<file path="src/rtl/vdec_pkg.sv">
// Package: shared opcode and replication types for the vector ALU decoder.
// Assumes a 32-bit instruction with fixed field positions.
package vdec_pkg;

    localparam int INSTR_W = 32;
    localparam int REG_AW  = 6;
    localparam int FUNC_W  = 6;
    localparam int OP_W    = 5;

    // field positions (neighbours decode these, so they are fixed)
    localparam int POS_CLS   = 0;
    localparam int POS_XS    = 1;
    localparam int POS_FMT   = 2;
    localparam int POS_STRIP = 5;
    localparam int POS_DST   = 6;
    localparam int POS_SIZE  = 12;
    localparam int POS_SRCA  = 14;
    localparam int POS_SRCB  = 20;
    localparam int POS_FUNC  = 26;

    localparam logic [2:0] FMT_ALU = 3'b000;
    localparam logic [1:0] SIZE_RSV = 2'd3;

    typedef enum logic [OP_W-1:0] {
        VOP_NONE = 5'd0,
        VOP_ADD  = 5'd1,
        VOP_SUB  = 5'd2,
        VOP_RSUB = 5'd3,
        VOP_EQ   = 5'd4,
        VOP_NE   = 5'd5,
        VOP_LT   = 5'd6,
        VOP_LE   = 5'd7,
        VOP_GT   = 5'd8,
        VOP_GE   = 5'd9,
        VOP_ABSD = 5'd10,
        VOP_MAX  = 5'd11,
        VOP_MIN  = 5'd12,
        VOP_ADD3 = 5'd13,
        VOP_ADDW = 5'd14
    } vop_e;

    typedef enum logic [1:0] {
        SPL_BYTE = 2'd0,
        SPL_HALF = 2'd1,
        SPL_WORD = 2'd2,
        SPL_ZERO = 2'd3
    } splat_e;

endpackage

</file>
<file path="src/rtl/vdec_fields.sv">
// Module: slices the instruction word into its fields and qualifies the
// format code and size code. Purely combinational; assumes a 32-bit word.
module vdec_fields
    import vdec_pkg::*;
#(
    parameter int AW = REG_AW,
    parameter int FW = FUNC_W
) (
    input  logic [INSTR_W-1:0] instr,
    output logic               fmt_ok,
    output logic               size_ok,
    output logic               xs,
    output logic               strip,
    output logic [1:0]         size,
    output logic [AW-1:0]      vd,
    output logic [AW-1:0]      va,
    output logic [AW-1:0]      vb,
    output logic [FW-1:0]      func
);

    // field extraction
    always_comb begin
        xs    = instr[POS_XS];
        strip = instr[POS_STRIP];
        size  = instr[POS_SIZE +: 2];
        vd    = instr[POS_DST  +: AW];
        va    = instr[POS_SRCA +: AW];
        vb    = instr[POS_SRCB +: AW];
        func  = instr[POS_FUNC +: FW];
    end

    // format and size qualification
    always_comb begin
        fmt_ok  = (instr[POS_CLS] == 1'b0) && (instr[POS_FMT +: 3] == FMT_ALU);
        size_ok = (instr[POS_SIZE +: 2] != SIZE_RSV);
    end

endmodule

</file>
<file path="src/rtl/vdec_func.sv">
// Module: maps the function code onto the internal opcode and reports the
// unsigned flag, widening and third-source properties. Combinational.
module vdec_func
    import vdec_pkg::*;
#(
    parameter int FW = FUNC_W
) (
    input  logic [FW-1:0] func,
    output vop_e          op,
    output logic          uns,
    output logic          widen,
    output logic          third
);

    logic [FW-2:0] pair_key;
    logic          lo_bit;

    // split code into pair key and signedness bit
    always_comb begin
        pair_key = func[FW-1:1];
        lo_bit   = func[0];
    end

    // opcode lookup
    always_comb begin
        op  = VOP_NONE;
        uns = 1'b0;
        case (func)
            6'd0:  op = VOP_ADD;
            6'd1:  op = VOP_SUB;
            6'd2:  op = VOP_RSUB;
            6'd6:  op = VOP_EQ;
            6'd7:  op = VOP_NE;
            6'd24: op = VOP_ADD3;
            default: begin
                uns = lo_bit;
                case (pair_key)
                    5'd4:  op = VOP_LT;
                    5'd5:  op = VOP_LE;
                    5'd6:  op = VOP_GT;
                    5'd7:  op = VOP_GE;
                    5'd8:  op = VOP_ABSD;
                    5'd9:  op = VOP_MAX;
                    5'd10: op = VOP_MIN;
                    5'd13: op = VOP_ADDW;
                    default: begin
                        op  = VOP_NONE;
                        uns = 1'b0;
                    end
                endcase
            end
        endcase
    end

    // operation properties
    always_comb begin
        widen = (op == VOP_ADDW);
        third = (op == VOP_ADD3);
    end

endmodule

</file>
<file path="src/rtl/vdec_splat.sv">
// Module: replicates the low byte, low halfword or whole word of the scalar
// across all byte lanes, or drives zero. Assumes width is a multiple of 32.
module vdec_splat
    import vdec_pkg::*;
#(
    parameter int XLEN = 32
) (
    input  logic [XLEN-1:0] din,
    input  splat_e          mode,
    output logic [XLEN-1:0] dout
);

    localparam int LANES = XLEN / 8;

    for (genvar i = 0; i < LANES; i++) begin : g_lane
        localparam int HLANE = i % 2;
        localparam int WLANE = i % 4;
        // select the source byte for lane i
        always_comb begin
            case (mode)
                SPL_BYTE: dout[8*i +: 8] = din[7:0];
                SPL_HALF: dout[8*i +: 8] = din[8*HLANE +: 8];
                SPL_WORD: dout[8*i +: 8] = din[8*WLANE +: 8];
                default:  dout[8*i +: 8] = 8'h00;
            endcase
        end
    end

endmodule

</file>
<file path="src/rtl/vdec_alu_top.sv">
// Module: vector ALU instruction decoder. It decodes one instruction per
// strobe and registers the bundle once. Assumes inputs are stable at the edge.
module vdec_alu_top
    import vdec_pkg::*;
#(
    parameter int XLEN = 32,
    parameter int AW   = REG_AW
) (
    input  logic                clk,
    input  logic                rst_n,
    input  logic                in_valid,
    input  logic [INSTR_W-1:0]  in_instr,
    input  logic [XLEN-1:0]     in_scalar,
    output logic                out_valid,
    output logic [OP_W-1:0]     out_op,
    output logic [1:0]          out_size,
    output logic                out_strip,
    output logic                out_uns,
    output logic                dst_vld,
    output logic [AW-1:0]       dst_addr,
    output logic                srca_vld,
    output logic [AW-1:0]       srca_addr,
    output logic                srcb_vld,
    output logic [AW-1:0]       srcb_addr,
    output logic                srcc_vld,
    output logic [AW-1:0]       srcc_addr,
    output logic                scl_vld,
    output logic [XLEN-1:0]     scl_data,
    output logic                alu_sel
);

    logic            fmt_ok, size_ok, xs, strip;
    logic [1:0]      size;
    logic [AW-1:0]   vd, va, vb;
    logic [FUNC_W-1:0] func;
    vop_e            fop;
    logic            uns, widen, third;
    splat_e          smode;
    logic [XLEN-1:0] splat;
    logic            legal;

    vdec_fields #(.AW(AW), .FW(FUNC_W)) u_fields (
        .instr  (in_instr),
        .fmt_ok (fmt_ok),
        .size_ok(size_ok),
        .xs     (xs),
        .strip  (strip),
        .size   (size),
        .vd     (vd),
        .va     (va),
        .vb     (vb),
        .func   (func)
    );

    vdec_func #(.FW(FUNC_W)) u_func (
        .func (func),
        .op   (fop),
        .uns  (uns),
        .widen(widen),
        .third(third)
    );

    // overall legality of the word
    always_comb begin
        legal = fmt_ok && size_ok && (fop != VOP_NONE) &&
                !(widen && (size == 2'd0));
    end

    // choose the replication: one step narrower for widening ops
    always_comb begin
        smode = SPL_ZERO;
        if (legal && xs) begin
            if (widen)
                smode = (size == 2'd1) ? SPL_BYTE : SPL_HALF;
            else
                case (size)
                    2'd0:    smode = SPL_BYTE;
                    2'd1:    smode = SPL_HALF;
                    default: smode = SPL_WORD;
                endcase
        end
    end

    vdec_splat #(.XLEN(XLEN)) u_splat (
        .din (in_scalar),
        .mode(smode),
        .dout(splat)
    );

    // strobe follower
    always_ff @(posedge clk) begin
        if (!rst_n) out_valid <= 1'b0;
        else        out_valid <= in_valid;
    end

    // decode bundle register; idle or illegal cycles load the null bundle
    always_ff @(posedge clk) begin
        if (!rst_n || !in_valid || !legal) begin
            out_op    <= '0;
            out_size  <= '0;
            out_strip <= 1'b0;
            out_uns   <= 1'b0;
            dst_vld   <= 1'b0;
            dst_addr  <= '0;
            srca_vld  <= 1'b0;
            srca_addr <= '0;
            srcb_vld  <= 1'b0;
            srcb_addr <= '0;
            srcc_vld  <= 1'b0;
            srcc_addr <= '0;
            scl_vld   <= 1'b0;
            scl_data  <= '0;
            alu_sel   <= 1'b0;
        end else begin
            out_op    <= fop;
            out_size  <= size;
            out_strip <= strip;
            out_uns   <= uns;
            dst_vld   <= 1'b1;
            dst_addr  <= vd;
            srca_vld  <= 1'b1;
            srca_addr <= va;
            srcb_vld  <= !xs;
            srcb_addr <= vb;
            srcc_vld  <= third;
            srcc_addr <= vd;
            scl_vld   <= xs;
            scl_data  <= splat;
            alu_sel   <= 1'b1;
        end
    end

endmodule

</file>
<file path="config.mk">
export PLATFORM = sky130hd
export DESIGN_NAME = vdec_alu_top
export DESIGN_NICKNAME = d
export VERILOG_FILES = /design/src/rtl/vdec_pkg.sv /design/src/rtl/vdec_fields.sv /design/src/rtl/vdec_func.sv /design/src/rtl/vdec_splat.sv /design/src/rtl/vdec_alu_top.sv
export SDC_FILE = /design/constraint.sdc
export NUM_CORES = 1
export LEC_CHECK = 0
export BUFFER_PORTS_ARGS = -buffer_cell sky130_fd_sc_hd__buf_2
export CORE_AREA = 4 4 87 89
export CTS_BUF_LIST = sky130_fd_sc_hd__clkbuf_4 sky130_fd_sc_hd__clkbuf_8 sky130_fd_sc_hd__clkbuf_16
export CTS_CLUSTER_DIAMETER = 200
export DETAILED_ROUTE_END_ITERATION = 10
export DIE_AREA = 0 0 91 93
export GPL_ROUTABILITY_DRIVEN = 0
export GPL_TIMING_DRIVEN = 0
export PLACE_DENSITY = 0.66
export SKIP_LAST_GASP = 1
export SYNTH_ARGS = -nofsm -noshare
export SYNTH_HDL_FRONTEND = slang
export SYNTH_SLANG_ARGS = --single-unit
</file>
<file path="constraint.sdc">
create_clock -name clk -period 2.6 [get_ports clk]
set_input_delay 0.26 -clock clk [delete_from_list [all_inputs] [get_ports clk]]
set_output_delay 0.26 -clock clk [all_outputs]
set_load 0.02 [all_outputs]
</file>
=== After elaboration in Yosys (flattened, before gate mapping) ===
Index checks and enable logic that the tools add are counted.

* Bits in latches: 0
* Bits in read-only memories: 0
* Input bits: 67
* Memories: 0
* Register bits: 64
* RAM bits: 0

* Mux-type cells: 10
* $mul: 0
* Bitwise operators: 3
* Reductions and logical operators: 24
* Shift operators: 0
* $add $sub $neg: 0
* Equal/unequal tests: 19
* Div/mod/pow operators: 0
* Order comparisons: 0

{| class="wikitable"
|+ Operators by type and width
! operator !! number
|-
| 4-bit case mux with 8 select lines || 1
|-
| 8-bit case mux with 2 select lines || 2
|-
| 5-bit by 4-bit == test with 1-bit output (second input constant) || 6
|-
| 5-bit case mux with 6 select lines || 1
|-
| 8-bit case mux with 3 select lines || 1
|-
| 5-bit by 3-bit == test with 1-bit output (second input constant) || 4
|-
| 8-bit OR reduction || 2
|-
| 6-bit by 3-bit == test with 1-bit output (second input constant) || 2
|-
| 6-bit by 1-bit == test with 1-bit output (second input constant) || 1
|-
| 6-bit by 2-bit == test with 1-bit output (second input constant) || 1
|-
| 6-bit by 5-bit == test with 1-bit output (second input constant) || 1
|-
| 1-bit logical AND || 6
|-
| 6-bit logical NOT || 1
|-
| 2-bit OR reduction || 3
|-
| 1-bit logical NOT || 5
|-
| 5-bit nonzero test || 1
|-
| 2-bit by 1-bit == test with 1-bit output (second input constant) || 2
|-
| 2-bit logical NOT || 2
|-
| 2-bit two-way mux || 2
|-
| 2-bit case mux with 2 select lines || 1
|-
| 3-bit logical NOT || 1
|-
| 1-bit NOT || 3
|-
| 3-bit OR reduction || 1
|-
| 2-bit == test (second input constant) || 1
|-
| 3 further kinds || 5
|}

=== Longest topological paths before layout ===
* Depth in word-level cells: 13
* Depth in mapped cells: 12
* Depth with buffers taken out: 8

=== By module ===
A second synthesis with hierarchy kept.

* Cells, all modules: 302
* Area total of the unflattened synthesis: 2950.3 um^2

{| class="wikitable"
|+ Modules (own cells, without submodules)
! module !! cells an instance !! area an instance (um^2) !! times used !! sequential area each (um^2)
|-
| vdec_alu_top || 159 || 1996.9 || 1 || 1281.2
|-
| vdec_splat || 79 || 475.5 || 1 || 0.0
|-
| vdec_func || 34 || 251.5 || 1 || 0.0
|-
| vdec_fields || 30 || 226.5 || 1 || 0.0
|}

=== Worst setup path after synthesis ===
OpenSTA, ideal clock, no wires.

* Kind: in2reg
* From: in in_instr[26]
* To: reg scl_data[16]
* Data required time: 2.483 ns
* Stages on the path: 12
* Slack: 0.215 ns
* Arrival: 2.268 ns
* Cells stage by stage: buf_2 nor2b_1 a221oi_2 o211a_1 buf_2 nand3_1 ha_1 clkbuf_1 or2_2 buf_1 a22oi_1 nor2_1

* Cells in the longest elaborated chain, start to end: 11

{| class="wikitable"
|+ Ends and longest elaborated chain
! item !! line !! RTL
|-
| start, declared || vdec_alu_top.sv:12 || <nowiki>input logic [INSTR_W-1:0] in_instr,</nowiki>
|-
| 6-bit by 5-bit == test with 1-bit output, or another cell as far along || vdec_func.sv:28 || <nowiki>case (func)</nowiki>
|-
| 5-bit case mux with 6 select lines (*) || vdec_func.sv:28 ||
|-
| 5-bit by 4-bit == test with 1-bit output || vdec_func.sv:57 || <nowiki>widen = (op == VOP_ADDW);</nowiki>
|-
| 1-bit logical AND || vdec_alu_top.sv:66 || <nowiki>!(widen && (size == 2'd0));</nowiki>
|-
| 1-bit logical NOT || vdec_alu_top.sv:66 ||
|-
| 1-bit logical AND || vdec_alu_top.sv:65 || <nowiki>legal = fmt_ok && size_ok && (fop != VOP_NONE) &&</nowiki>
|-
| 1-bit logical AND || vdec_alu_top.sv:72 || <nowiki>if (legal && xs) begin</nowiki>
|-
| 2-bit two-way mux || vdec_alu_top.sv:72 ||
|-
| 2-bit by 1-bit == test with 1-bit output / 2-bit logical NOT (equally long branches) || vdec_splat.sv:20 || <nowiki>case (mode)</nowiki>
|-
| 2-bit OR reduction (no line) || - ||
|-
| 8-bit case mux with 2 select lines || vdec_splat.sv:20 ||
|-
| end signal, assigned || vdec_alu_top.sv:128 || <nowiki>scl_data <= splat;</nowiki>
|-
| end, declared || vdec_alu_top.sv:28 || <nowiki>output logic [XLEN-1:0] scl_data,</nowiki>
|}

Mark *: on every way between the ends. The rest lies on a longest branch, timed or not.
A chain may end at the register's enable or synchronous reset.

=== Worst setup path after layout ===
* From: in in_instr[29]
* To: reg scl_data[23]

* Cells in the longest elaborated chain, start to end: 12

{| class="wikitable"
|+ Ends and longest elaborated chain
! item !! line !! RTL
|-
| 5-bit by 4-bit == test with 1-bit output / 5-bit by 3-bit == test with 1-bit output (equally long branches) || vdec_func.sv:37 || <nowiki>case (pair_key)</nowiki>
|-
| 4-bit case mux with 8 select lines || vdec_func.sv:37 ||
|-
| 5-bit case mux with 6 select lines (*) || vdec_func.sv:28 ||
|-
| 5-bit by 4-bit == test with 1-bit output || vdec_func.sv:57 ||
|-
| 1-bit logical AND || vdec_alu_top.sv:66 ||
|-
| 1-bit logical NOT || vdec_alu_top.sv:66 ||
|-
| 1-bit logical AND || vdec_alu_top.sv:65 ||
|-
| 1-bit logical AND || vdec_alu_top.sv:72 ||
|-
| 2-bit two-way mux || vdec_alu_top.sv:72 ||
|-
| 2-bit by 1-bit == test with 1-bit output / 2-bit logical NOT (equally long branches) || vdec_splat.sv:20 ||
|-
| 2-bit OR reduction (no line) || - ||
|-
| 8-bit case mux with 2 select lines || vdec_splat.sv:20 ||
|}

Marked as above.

==> key figures <==
Clocking
  – Root Buffer: clkbuf_8
  – Clock Pin Slew Worst Setup and Hold Paths: about 0.070 ns
  – Post-CTS setup buffers: 0
  – Clock tree buffer depth: 2
  – CTS HTree Levels: 3
  – CTS buffer count: 9
  – TritonCTS clock tree: built
  – Number of clock sinks: 63
  – CTS Hold Buffers Added: 0
  – Post_cts resized: 0

Die
  – Number of I/O pins: 139
  – Die Y: about 93 um
  – Die Width: between 90 and 100 um
  – Row cnt: 30
  – Die area: 8463 um2
  – Core ar.: a little under 7000 um2
  – Initial Utilization: 0.3443

Yosys
  – Syn Inst Count: 240
  – Sequential-to-total area share from yosys stat: 0.5422
  – Share of the synthesized area in the top cell type: 0.5422
  – Synth Warn #: 0
  – Post-Synthesis Cell Area: 2326 um2
  – Post-synth top area cell: dfxtp_1
  – Async set-reset flop share out of synthesis: 0
  – Largest cells by area after synthesis: dfxtp_1, nor2_1, and3_1
  – Syn avg cell area: 9.692 um2
  – Post-synth top cells: dfxtp_1, nor2_1, and3_1
  – Syn_nets: 311
  – Count leader, synth: dfxtp_1
  – Number of flops mapped to enable cells by yosys: 0
  – Predominant post-synthesis flop cell: dfxtp_1
  – Cell variety after synth: 37
  – FF+latch count, synth: 63

Critical path
  – Most used cell, CP: buf_2
  – CP max stage delay: 0.33 ns
  – CP Class: primary input to register
  – Critical Path Sink Type: register
  – Slowest CP cell: ha_1
  – Critical path arrival: 2.64 ns
  – Critical Path RT: 2.82 ns
  – Critical Path Start Type: primary input
  – CP cell instances: buf_2, buf_2, and4bb_2, nand3_1, o211a_1, buf_2, and3_1, ha_1, or2_2, buf_1, a22oi_1, nor2_1
  – Worst-path maximum fanout: 10

Final layout
  – Diode count: 0
  – Layout area overhead: 45.94%
  – Final core occ: 0.5024
  – Layout cells sized above 1: 0.4564
  – Post-layout nets: 456
  – Fill cell total of the finished layout: approximately 660
  – Register area: 1261 um2
  – Multi-input gate area: 869.6 um2

STA
  – Hold Fails Final Rpt: 0
  – Final hold slack: 0.1500 ns
  – # setup viols final: 0
  – Slew Limit Fails: 0
  – Max Freq: 412.6 MHz
  – Period utilization: 0.9322
  – Unrepaired setup endpoints after global routing: false
  – Min cycle time layout: 2.424 ns
  – Setup ws final: 0.1763 ns

Status
  – Outcome: finished, final reports clean

Drt
  – Initial DRC Count: 90
  – Post-Route WL: 6.710 mm
  – # DRC: 0
  – WL/cell: roughly 14 um
  – DRT antenna net count: 0
  – Vias after detailed routing: 2245
  – Drt first pass iters: 4
  – Vias per cell: 4.777

GRT
  – GRT overflow: 0
  – Largest net degree at the start of global routing: 13
  – Initial antenna violation count: 0
  – All-Layer GR Usage: 0.1564
  – Vias in the first global route: 2237
  – Global-route wire length before repair: roughly 10 mm

Placement
  – Buffers on Ports: ~140
  – Final HPWL DP: 5.119 mm
  – Placement Setup Slack: -0.2662 ns

Power
  – Leak: ~1.8 nW
  – Net switching power: 0.4540 mW
  – Switch share: 0.1961
  – Clk pwr share: 0.529
  – PnR Total Power: 2.315 mW
  – Sequential share of power: 0.417
  – Pint: approximately 1.9 mW
  – Gate power share: 0.054
  – P per Cell Area: 682.0 nW/um2
  – VDD IR-drop max: ~0.28 mV

Flow run
  – Max_cap viols: 0

Worst hold path
  – Hold Crit Class: primary input to register
## cells by family after synthesis
family	Yosys count	synth area share
other cells	1	0.001612
compound gates	40	0.1415
fa+ha+maj	4	0.02152
simple gates	90	0.1953
buf+inv	39	0.08499
mux	2	0.009145
flops	63	0.5422
xor+xnor	1	0.003766
## path summary, 6_finish.rpt
kind,startpoint,end,slack (ns),cells past startpoint
max,in_instr[29],scl_data[23],0.18,12
min,in_instr[16],srca_addr[2],0.15,2
## power groups by stage
stage	logic (mW)	registers (mW)	clock network (mW)
6_report	0.124	0.966	1.22
5_1_grt	0.138	0.966	1.30
4_1_cts	0.123	0.966	1.25
3_5_place_dp	0.123	0.988	0
3_3_place_gp	0.121	0.988	0
2_1_floorplan	0.0497	0.991	0
## routing by layer
| layer | track usage | vias up | routed length (um) |
|---|---|---|---|
| met4 | 0.07663 | 0 | 121 |
| met2 | 0.2661 | 87 | 3313 |
| met3 | 0.04586 | 13 | 500 |
| met5 | 0 | - | 0 |
| li1 | - | 1124 | - |
| met1 | 0.1797 | 1021 | 2774 |
## worst max-delay path, delay by kind of cell
kind	cells	cell delay, ns
and+or+nand+nor	5	0.97
buffers and inverters	4	0.66
AOI/OAI and AO/OA	2	0.41
adders and majority gates	1	0.33
## cells in the final DEF, fill, tap and decap left out, types with 4 or more instances in the layout
cell type	synthesis	routed
nand3_1	4	4
and3_1	25	25
buf_4	11	11
clkbuf_8	0	9
inv_1	12	12
nand2_1	5	5
dfxtp_1	63	63
buf_2	8	144
nor2_1	42	42
a222oi_1	8	8
bufinv_16	0	5
a22oi_1	17	17
## flip-flops by register name, indices dropped and copies added (netlist names)
signal / count
scl_data: 32
out_strip: 1
srcb_addr: 6
scl_vld: 1
out_op: 4
out_size: 2
srcb_vld: 1
out_valid: 1
srcc_vld: 1
srcc_addr: 6
srca_addr: 6
out_uns: 1
alu_sel: 1
## metrics by stage
step,instances,instance area [um2],setup TNS [ns]
global placement,456,3107,-3.278
floorplan,240,2326,0
global route,470,3395,0
finish,470,3395,0
CTS,472,3398,0
detailed placement,456,3107,-3.561
## cell type report
class	count	share of cell area
multi-input cells	138	0.2562
flip-flops and latches	63	0.3715
clock buffers	9	0.03649
well taps	80	0.02949
plain buffers	25	0.04313
repair buffers	136	0.2005
clock inverters	7	0.04939
inverters	12	0.01327
No activity file was read; power rests on OpenSTA's default activity.
